[config.mk]
export PLATFORM = sky130hd
export DESIGN_NAME = tpat_source
export DESIGN_NICKNAME = d
export VERILOG_FILES = /design/src/rtl/tpat_pkg.sv /design/src/rtl/tpat_prbs_src.sv /design/src/rtl/tpat_comma_src.sv /design/src/rtl/tpat_bit_mux.sv /design/src/rtl/tpat_source.sv
export SDC_FILE = /design/constraint.sdc
export NUM_CORES = 1
export LEC_CHECK = 0
export BUFFER_PORTS_ARGS = -buffer_cell sky130_fd_sc_hd__buf_2
export CAP_MARGIN = 20
export CORE_UTILIZATION = 30
export DETAILED_ROUTE_END_ITERATION = 7
export PLACE_DENSITY = 0.53
export SLEW_MARGIN = 25
export SYNTH_ARGS = -nofsm -noshare
export SYNTH_HDL_FRONTEND = slang
export SYNTH_SLANG_ARGS = --single-unit
[constraint.sdc]
create_clock -name clk -period 1.08 [get_ports clk]
set_clock_uncertainty 0.05 [all_clocks]
set_input_delay 0.054 -clock clk [delete_from_list [all_inputs] [get_ports clk]]
set_output_delay 0.054 -clock clk [all_outputs]
set_load 0.1 [all_outputs]
[src/rtl/tpat_pkg.sv]
package tpat_pkg;

    localparam int LFSR_LEN = 10;
    localparam int WORD_W   = 10;
    localparam int TAP_HI   = LFSR_LEN - 1;
    localparam int TAP_LO   = 6;

    typedef logic [WORD_W-1:0]   word_t;
    typedef logic [LFSR_LEN-1:0] lfsr_t;

    localparam word_t COMMA_NEG = 10'h283;
    localparam word_t COMMA_POS = 10'h17C;
    localparam lfsr_t SEED_ONES = '1;

    typedef enum logic {
        PH_NEG = 1'b0,
        PH_POS = 1'b1
    } disp_e;

    typedef struct packed {
        word_t prbs;
        word_t comma;
    } src_pair_t;

    function automatic lfsr_t lfsr_step(lfsr_t s);
        return {s[LFSR_LEN-2:0], s[TAP_HI] ^ s[TAP_LO]};
    endfunction

    function automatic word_t comma_for(disp_e ph);
        return (ph == PH_NEG) ? COMMA_NEG : COMMA_POS;
    endfunction

endpackage

[src/rtl/tpat_prbs_src.sv]
module tpat_prbs_src
    import tpat_pkg::*;
#(
    parameter lfsr_t SEED = SEED_ONES
) (
    input  logic  clk,
    input  logic  rst,
    input  logic  restart,
    output word_t word
);
    localparam int STAGES = WORD_W + 1;

    lfsr_t state_q;
    lfsr_t chain [STAGES];

    assign chain[0] = state_q;

    generate
        for (genvar k = 0; k < WORD_W; k++) begin : g_unroll
            assign word[k]      = chain[k][TAP_HI];
            assign chain[k + 1] = lfsr_step(chain[k]);
        end
    endgenerate

    always_ff @(posedge clk) begin
        if (rst || restart) begin
            state_q <= SEED;
        end else begin
            state_q <= chain[WORD_W];
        end
    end

endmodule

[src/rtl/tpat_comma_src.sv]
module tpat_comma_src
    import tpat_pkg::*;
(
    input  logic  clk,
    input  logic  rst,
    input  logic  restart,
    output word_t word
);
    disp_e phase_q;

    assign word = comma_for(phase_q);

    always_ff @(posedge clk) begin
        if (rst || restart) begin
            phase_q <= PH_NEG;
        end else begin
            phase_q <= (phase_q == PH_NEG) ? PH_POS : PH_NEG;
        end
    end

endmodule

[src/rtl/tpat_bit_mux.sv]
module tpat_bit_mux
    import tpat_pkg::*;
(
    input  src_pair_t src,
    input  logic      sel_comma,
    output word_t     y
);
    generate
        for (genvar b = 0; b < WORD_W; b++) begin : g_bit
            assign y[b] = sel_comma ? src.comma[b] : src.prbs[b];
        end
    endgenerate

endmodule

[src/rtl/tpat_source.sv]
module tpat_source
    import tpat_pkg::*;
#(
    parameter lfsr_t SEED = SEED_ONES
) (
    input  logic              clk,
    input  logic              rst,
    input  logic              restart,
    input  logic              sel_comma,
    output logic [WORD_W-1:0] word_out,
    output logic              word_vld
);
    src_pair_t srcs;
    word_t     picked;

    tpat_prbs_src #(.SEED(SEED)) u_prbs (
        .clk     (clk),
        .rst     (rst),
        .restart (restart),
        .word    (srcs.prbs)
    );

    tpat_comma_src u_comma (
        .clk     (clk),
        .rst     (rst),
        .restart (restart),
        .word    (srcs.comma)
    );

    tpat_bit_mux u_mux (
        .src       (srcs),
        .sel_comma (sel_comma),
        .y         (picked)
    );

    always_ff @(posedge clk) begin
        if (rst || restart) begin
            word_out <= '0;
            word_vld <= 1'b0;
        end else begin
            word_out <= picked;
            word_vld <= 1'b1;
        end
    end

endmodule

* Yosys cells after proc, flatten, opt, wreduce, memory -nomap -nowiden
Index checks and enable logic that the tools add are counted.
** Word-level totals
- Bits in registers :: 22
- Input port bits :: 4
- Output and inout bits :: 11
- Logic and storage cells :: 28
** Operators by class
- Multiplexer cells :: 13
- Bitwise logic cells :: 10
- Reduce and logical (&&, ||, !) cells :: 1
** Operators by type and width (number)
- two-way mux 1 bit :: 12
- two-way mux 10 bit :: 1
- bitwise XOR 1 bit :: 10
- logical OR 1 bit :: 1

* Longest topological paths before layout
- Depth in word-level cells :: 2
- Mapped depth :: 3
- Mapped depth without buffers :: 3

* By module
A second synthesis with hierarchy kept.
** Unflattened totals
- Cell total of the unflattened synthesis :: 91
- Area total of the unflattened synthesis :: 1066.0 um2
** By module, submodules not included
- tpat_prbs_src :: instances 1, cells an instance 44, area an instance 436.7 um2, sequential area each 200.2 um2
- tpat_source :: instances 1, cells an instance 24, area an instance 366.6 um2, sequential area each 220.2 um2
- tpat_bit_mux :: instances 1, cells an instance 11, area an instance 161.4 um2, sequential area each 0.0 um2
- tpat_comma_src :: instances 1, cells an instance 12, area an instance 101.3 um2, sequential area each 20.0 um2

* Least setup slack after synthesis
No wires, ideal clock.
- Path kind :: reg2out
- From :: reg word_out[0]
- To :: out word_out[0]
- Arrival time :: 0.909 ns
- Required time :: 0.976 ns
- Slack :: 0.067 ns
- Stages on the path, launching flop included :: 1
- Buffers on the path :: 0
- Cell sequence :: dfxtp_1
** RTL lines
- from (decl) :: line tpat_source.sv:10 : output logic [WORD_W-1:0] word_out,
- from (signal assigned) :: line tpat_source.sv:41 : word_out <= picked;
No word-level cell between the ends.

* Final worst setup path
- From :: reg u_prbs.state_q[6]
- To :: reg u_prbs.state_q[2]
** Between the ends
- Longest elaborated chain between the ends :: 2
** Ends and longest elaborated chain
- from (decl) :: line tpat_prbs_src.sv:13 : lfsr_t state_q;
- from (signal assigned) :: line tpat_prbs_src.sv:29 : state_q <= chain[WORD_W];
- bitwise XOR 1 bit (2 in a row) :: line tpat_pkg.sv:26 : return {s[LFSR_LEN-2:0], s[TAP_HI] ^ s[TAP_LO]};
No other way between the ends.
A chain may end at the register's enable or synchronous reset.

==> summary.md <==
| Metric | Value |
|---|---|
| Status | complete, but fails checks |
| Failing checks | design-rule violations |
| Critical Path AT | 1.13 ns |
| Sequential share of the synthesized area | 56.1% |
| I/O pin count | 15 |
| Cell depth of the worst setup path | 2 |
| WL final | 1150 um |
| Dominant cells by area after synthesis | dfxtp_1 (56%), a21oi_2 (10%), nand2b_1 (8.8%), xnor2_1 (7.8%), mux2i_1 (3.8%) |
| Clock Tree Buf Depth | 2 |
| Required @ worst endpoint | 1.25 ns |
| Port-buffer cells | 14 |
| Post-CTS Hold Buffers | 0 |
| Starting Density | 31.7% |
| Final layout net count | 93 |
| Hold Crit Depth | 3 |
| CTS clk-pin slew, worst paths | 0.11 ns |
| DR iter-0 viols | 20 |
| Vias in the first global route | 418 |
| Fill count | 259 |
| CP max FO | 3 |
| Gr ovfl total | 0 |
| Slew Viols, Final | 0 |
| Placement Setup Slack | 0.151 ns |
| Setup-failing EPs final | 0 |
| DRT antenna net count | 0 |
| Post-layout min period | 0.957 ns |
| Cts repair resizes | 0 |
| Most frequent cell after synthesis | dfxtp_1 |
| Crit. Startpoint | u_prbs.state_q[6]$_SDFF_PP1_ |
| Area of the die | 0.00282 mm^2 |
| Drt drc | 2 |
| DR vias/cell | 4.24 |
| Post-synth top cells | dfxtp_1 (22), nand2b_1 (11), a21oi_2 (9), nand2_1 (8), xnor2_1 (7) |
| Chip width | 53.1 um |
| GR Util All Layers | 9.84% |
| Pwr dens | 1550 mW/mm^2 |
| EDFF count, synth | 0 |
| Setup bufs post-CTS | 0 |
| CP Cell Sequence | xnor2_1 -> mux2i_1 |
| Fmax | 1.05 GHz |
| Largest net degree at the start of global routing | 13 |
| Antenna Cells | 0 |
| Reg-to-reg endpoint | u_prbs.state_q[2]$_SDFF_PP1_ |
| P&R area growth vs syn | 35.6% |
| Async set-reset flop share out of synthesis | 0% |
| Initial antenna violation count | 0 |
| Die span in y | 53.1 um |
| Clk sinks | 22 |
| Core Area | 0.00248 mm^2 |
| R2r setup slk | 0.12 ns |
| H-tree levels | 1 |
| PnR worst setup slack | 0.123 ns |
| Cells after synthesis | 72 |
| Slowest cell on crit path | dfxtp_1 |
| Critical Path End Type | flop |
| Setup crit end | u_prbs.state_q[2]$_SDFF_PP1_ |
| Setup Crit Path Kind | reg2reg |
| Hold Violations, Final | 0 |
| Yosys cell types | 14 |
| CTS buffer count | 3 |
| Startpoint Class | flop |
| Primary FF master, synth | dfxtp_1 |
| Number of max-cap violations | 0 |
| Synth Warn # | 0 |
| Synth top area share | 56.1% |
| Clk_lat worst skew | 0.29 ns |
| CP bufs+invs | 0 |
| RSZ-0062 raised after global routing | no |
| Post-synth top area cell | dfxtp_1 |
| Routability cong. | 0.707 |
| Period utilization | 88.6% |
| Routed wire per std cell | 9.84 um |
| Root buf cell | clkbuf_4 |
| First-pass GRT wire length | 1910 um |
| Max VDD drop | 0.817 mV |
| CTS tree | yes |
| Peak per-stage delay on the critical path | 0.35 ns |
| Placement Rows | 18 |
| Syn Area/Cell | 10.9 um^2 |
| Syn_nets | 76 |
| R2r worst-path depth | 2 |
| Kind of cell adding the most delay to the critical path | flip-flops |
| Vias after detailed routing | 496 |
| Setup TNS | 0 ns |
| FF-to-FF Start | u_prbs.state_q[6]$_SDFF_PP1_ |
| HPWL Detailed | 843 um |
| Hold Path Class | in2reg |
| DRT Pass-1 Iters | 8 |
| Max-slew headroom | 79.7% |
| Share of post-route cells with drive strength above 1 | 32.2% |
| Worst slew pin tran | 0.304 ns |
| Lkg Pwr | 0.424 nW |
| Synth Register Bits | 22 |
| Synthesized area | 785 um^2 |
-- placed cells by master (no fill, tap or decap) --
| cell type | n |
|---|---|
| a21oi_1 | 1 |
| a21oi_2 | 9 |
| buf_12 | 11 |
| buf_2 | 3 |
| clkbuf_4 | 3 |
| dfxtp_1 | 22 |
| inv_2 | 1 |
| mux2i_1 | 3 |
| nand2_1 | 8 |
| nand2b_1 | 11 |
| nor2_1 | 1 |
| nor3_1 | 3 |
| nor3b_1 | 3 |
| or2_4 | 1 |
| xnor2_1 | 7 |
-- final cells by class --
class | count | area [um^2] | area share [%]
clock buffers | 3 | 22.5 | 2.12
inverters | 1 | 3.75 | 0.353
multi-input cells | 47 | 324 | 30.5
flip-flops and latches | 22 | 440 | 41.4
well taps | 30 | 37.5 | 3.53
repair buffers | 14 | 235 | 22.1
-- where the power goes --
part	total (W)	switching (W)	internal [W]
Clock	0.000348	0.000218	0.000130
Sequential	0.000910	0.0000465	0.000863
Combinational	0.000386	0.000236	0.000150
Total	0.00164	0.000501	0.00114
-- cell families (layout without fill, tap and decap cells) --
kind of cell / Yosys count / in the layout / share of synthesized area [%]
and+or+nand+nor: 27 / 27 / 19.0
muxes: 3 / 3 / 3.83
xor gates and xnor gates: 7 / 7 / 7.82
DFF: 22 / 22 / 56.1
AOI/OAI and AO/OA: 10 / 10 / 10.7
buffers and inverters: 3 / 18 / 2.55
-- worst reg2reg max path: stages (launching register included) --
cell and delay (ns):
dfxtp_1 0.35, xnor2_1 0.25, mux2i_1 0.24
-- stage by stage --
| step | util [%] | hold WS (ns) | cell area (um^2) | power, W | std cells |
|---|---|---|---|---|---|
| finish | 42.9 | 0.0581 | 1060 | 0.00164 | 117 |
| CTS | 42.9 | 0.0484 | 1060 | 0.00167 | 117 |
| global placement | 42.0 | 0.349 | 1040 | 0.00131 | 114 |
| floorplan | - | 0.168 | 785 | 0.00119 | 72 |
| global route | 42.9 | 0.0750 | 1060 | 0.00172 | 117 |
| detailed placement | 42.0 | 0.366 | 1040 | 0.00132 | 114 |
-- layer usage --
layer	share of wire (%)	up-vias	routed length [um]	global-route usage, %
met2	49	8	559	15.0
met1	49	221	568	12.0
met5	0	-	0	0
met3	2.0	0	23	2.59
met4	0	0	0	6.58
li1	-	267	-	-
-- worst min-delay path by stage --
stage	start	to
3_3_place_gp	rst	u_prbs.state_q[0]$_SDFF_PP1_
2_1_floorplan	restart	u_prbs.state_q[1]$_SDFF_PP1_
4_1_cts	rst	u_prbs.state_q[0]$_SDFF_PP1_
6_report	rst	u_prbs.state_q[0]$_SDFF_PP1_
3_5_place_dp	rst	u_prbs.state_q[1]$_SDFF_PP1_
5_1_grt	rst	u_prbs.state_q[0]$_SDFF_PP1_
-- registers in the layout, indices dropped and copies added (netlist names) --
| signal | count |
|---|---|
| u_prbs.state_q | 10 |
| word_out | 10 |
| u_comma.phase_q | 1 |
| word_vld | 1 |
No activity file was read; power rests on OpenSTA's default activity.
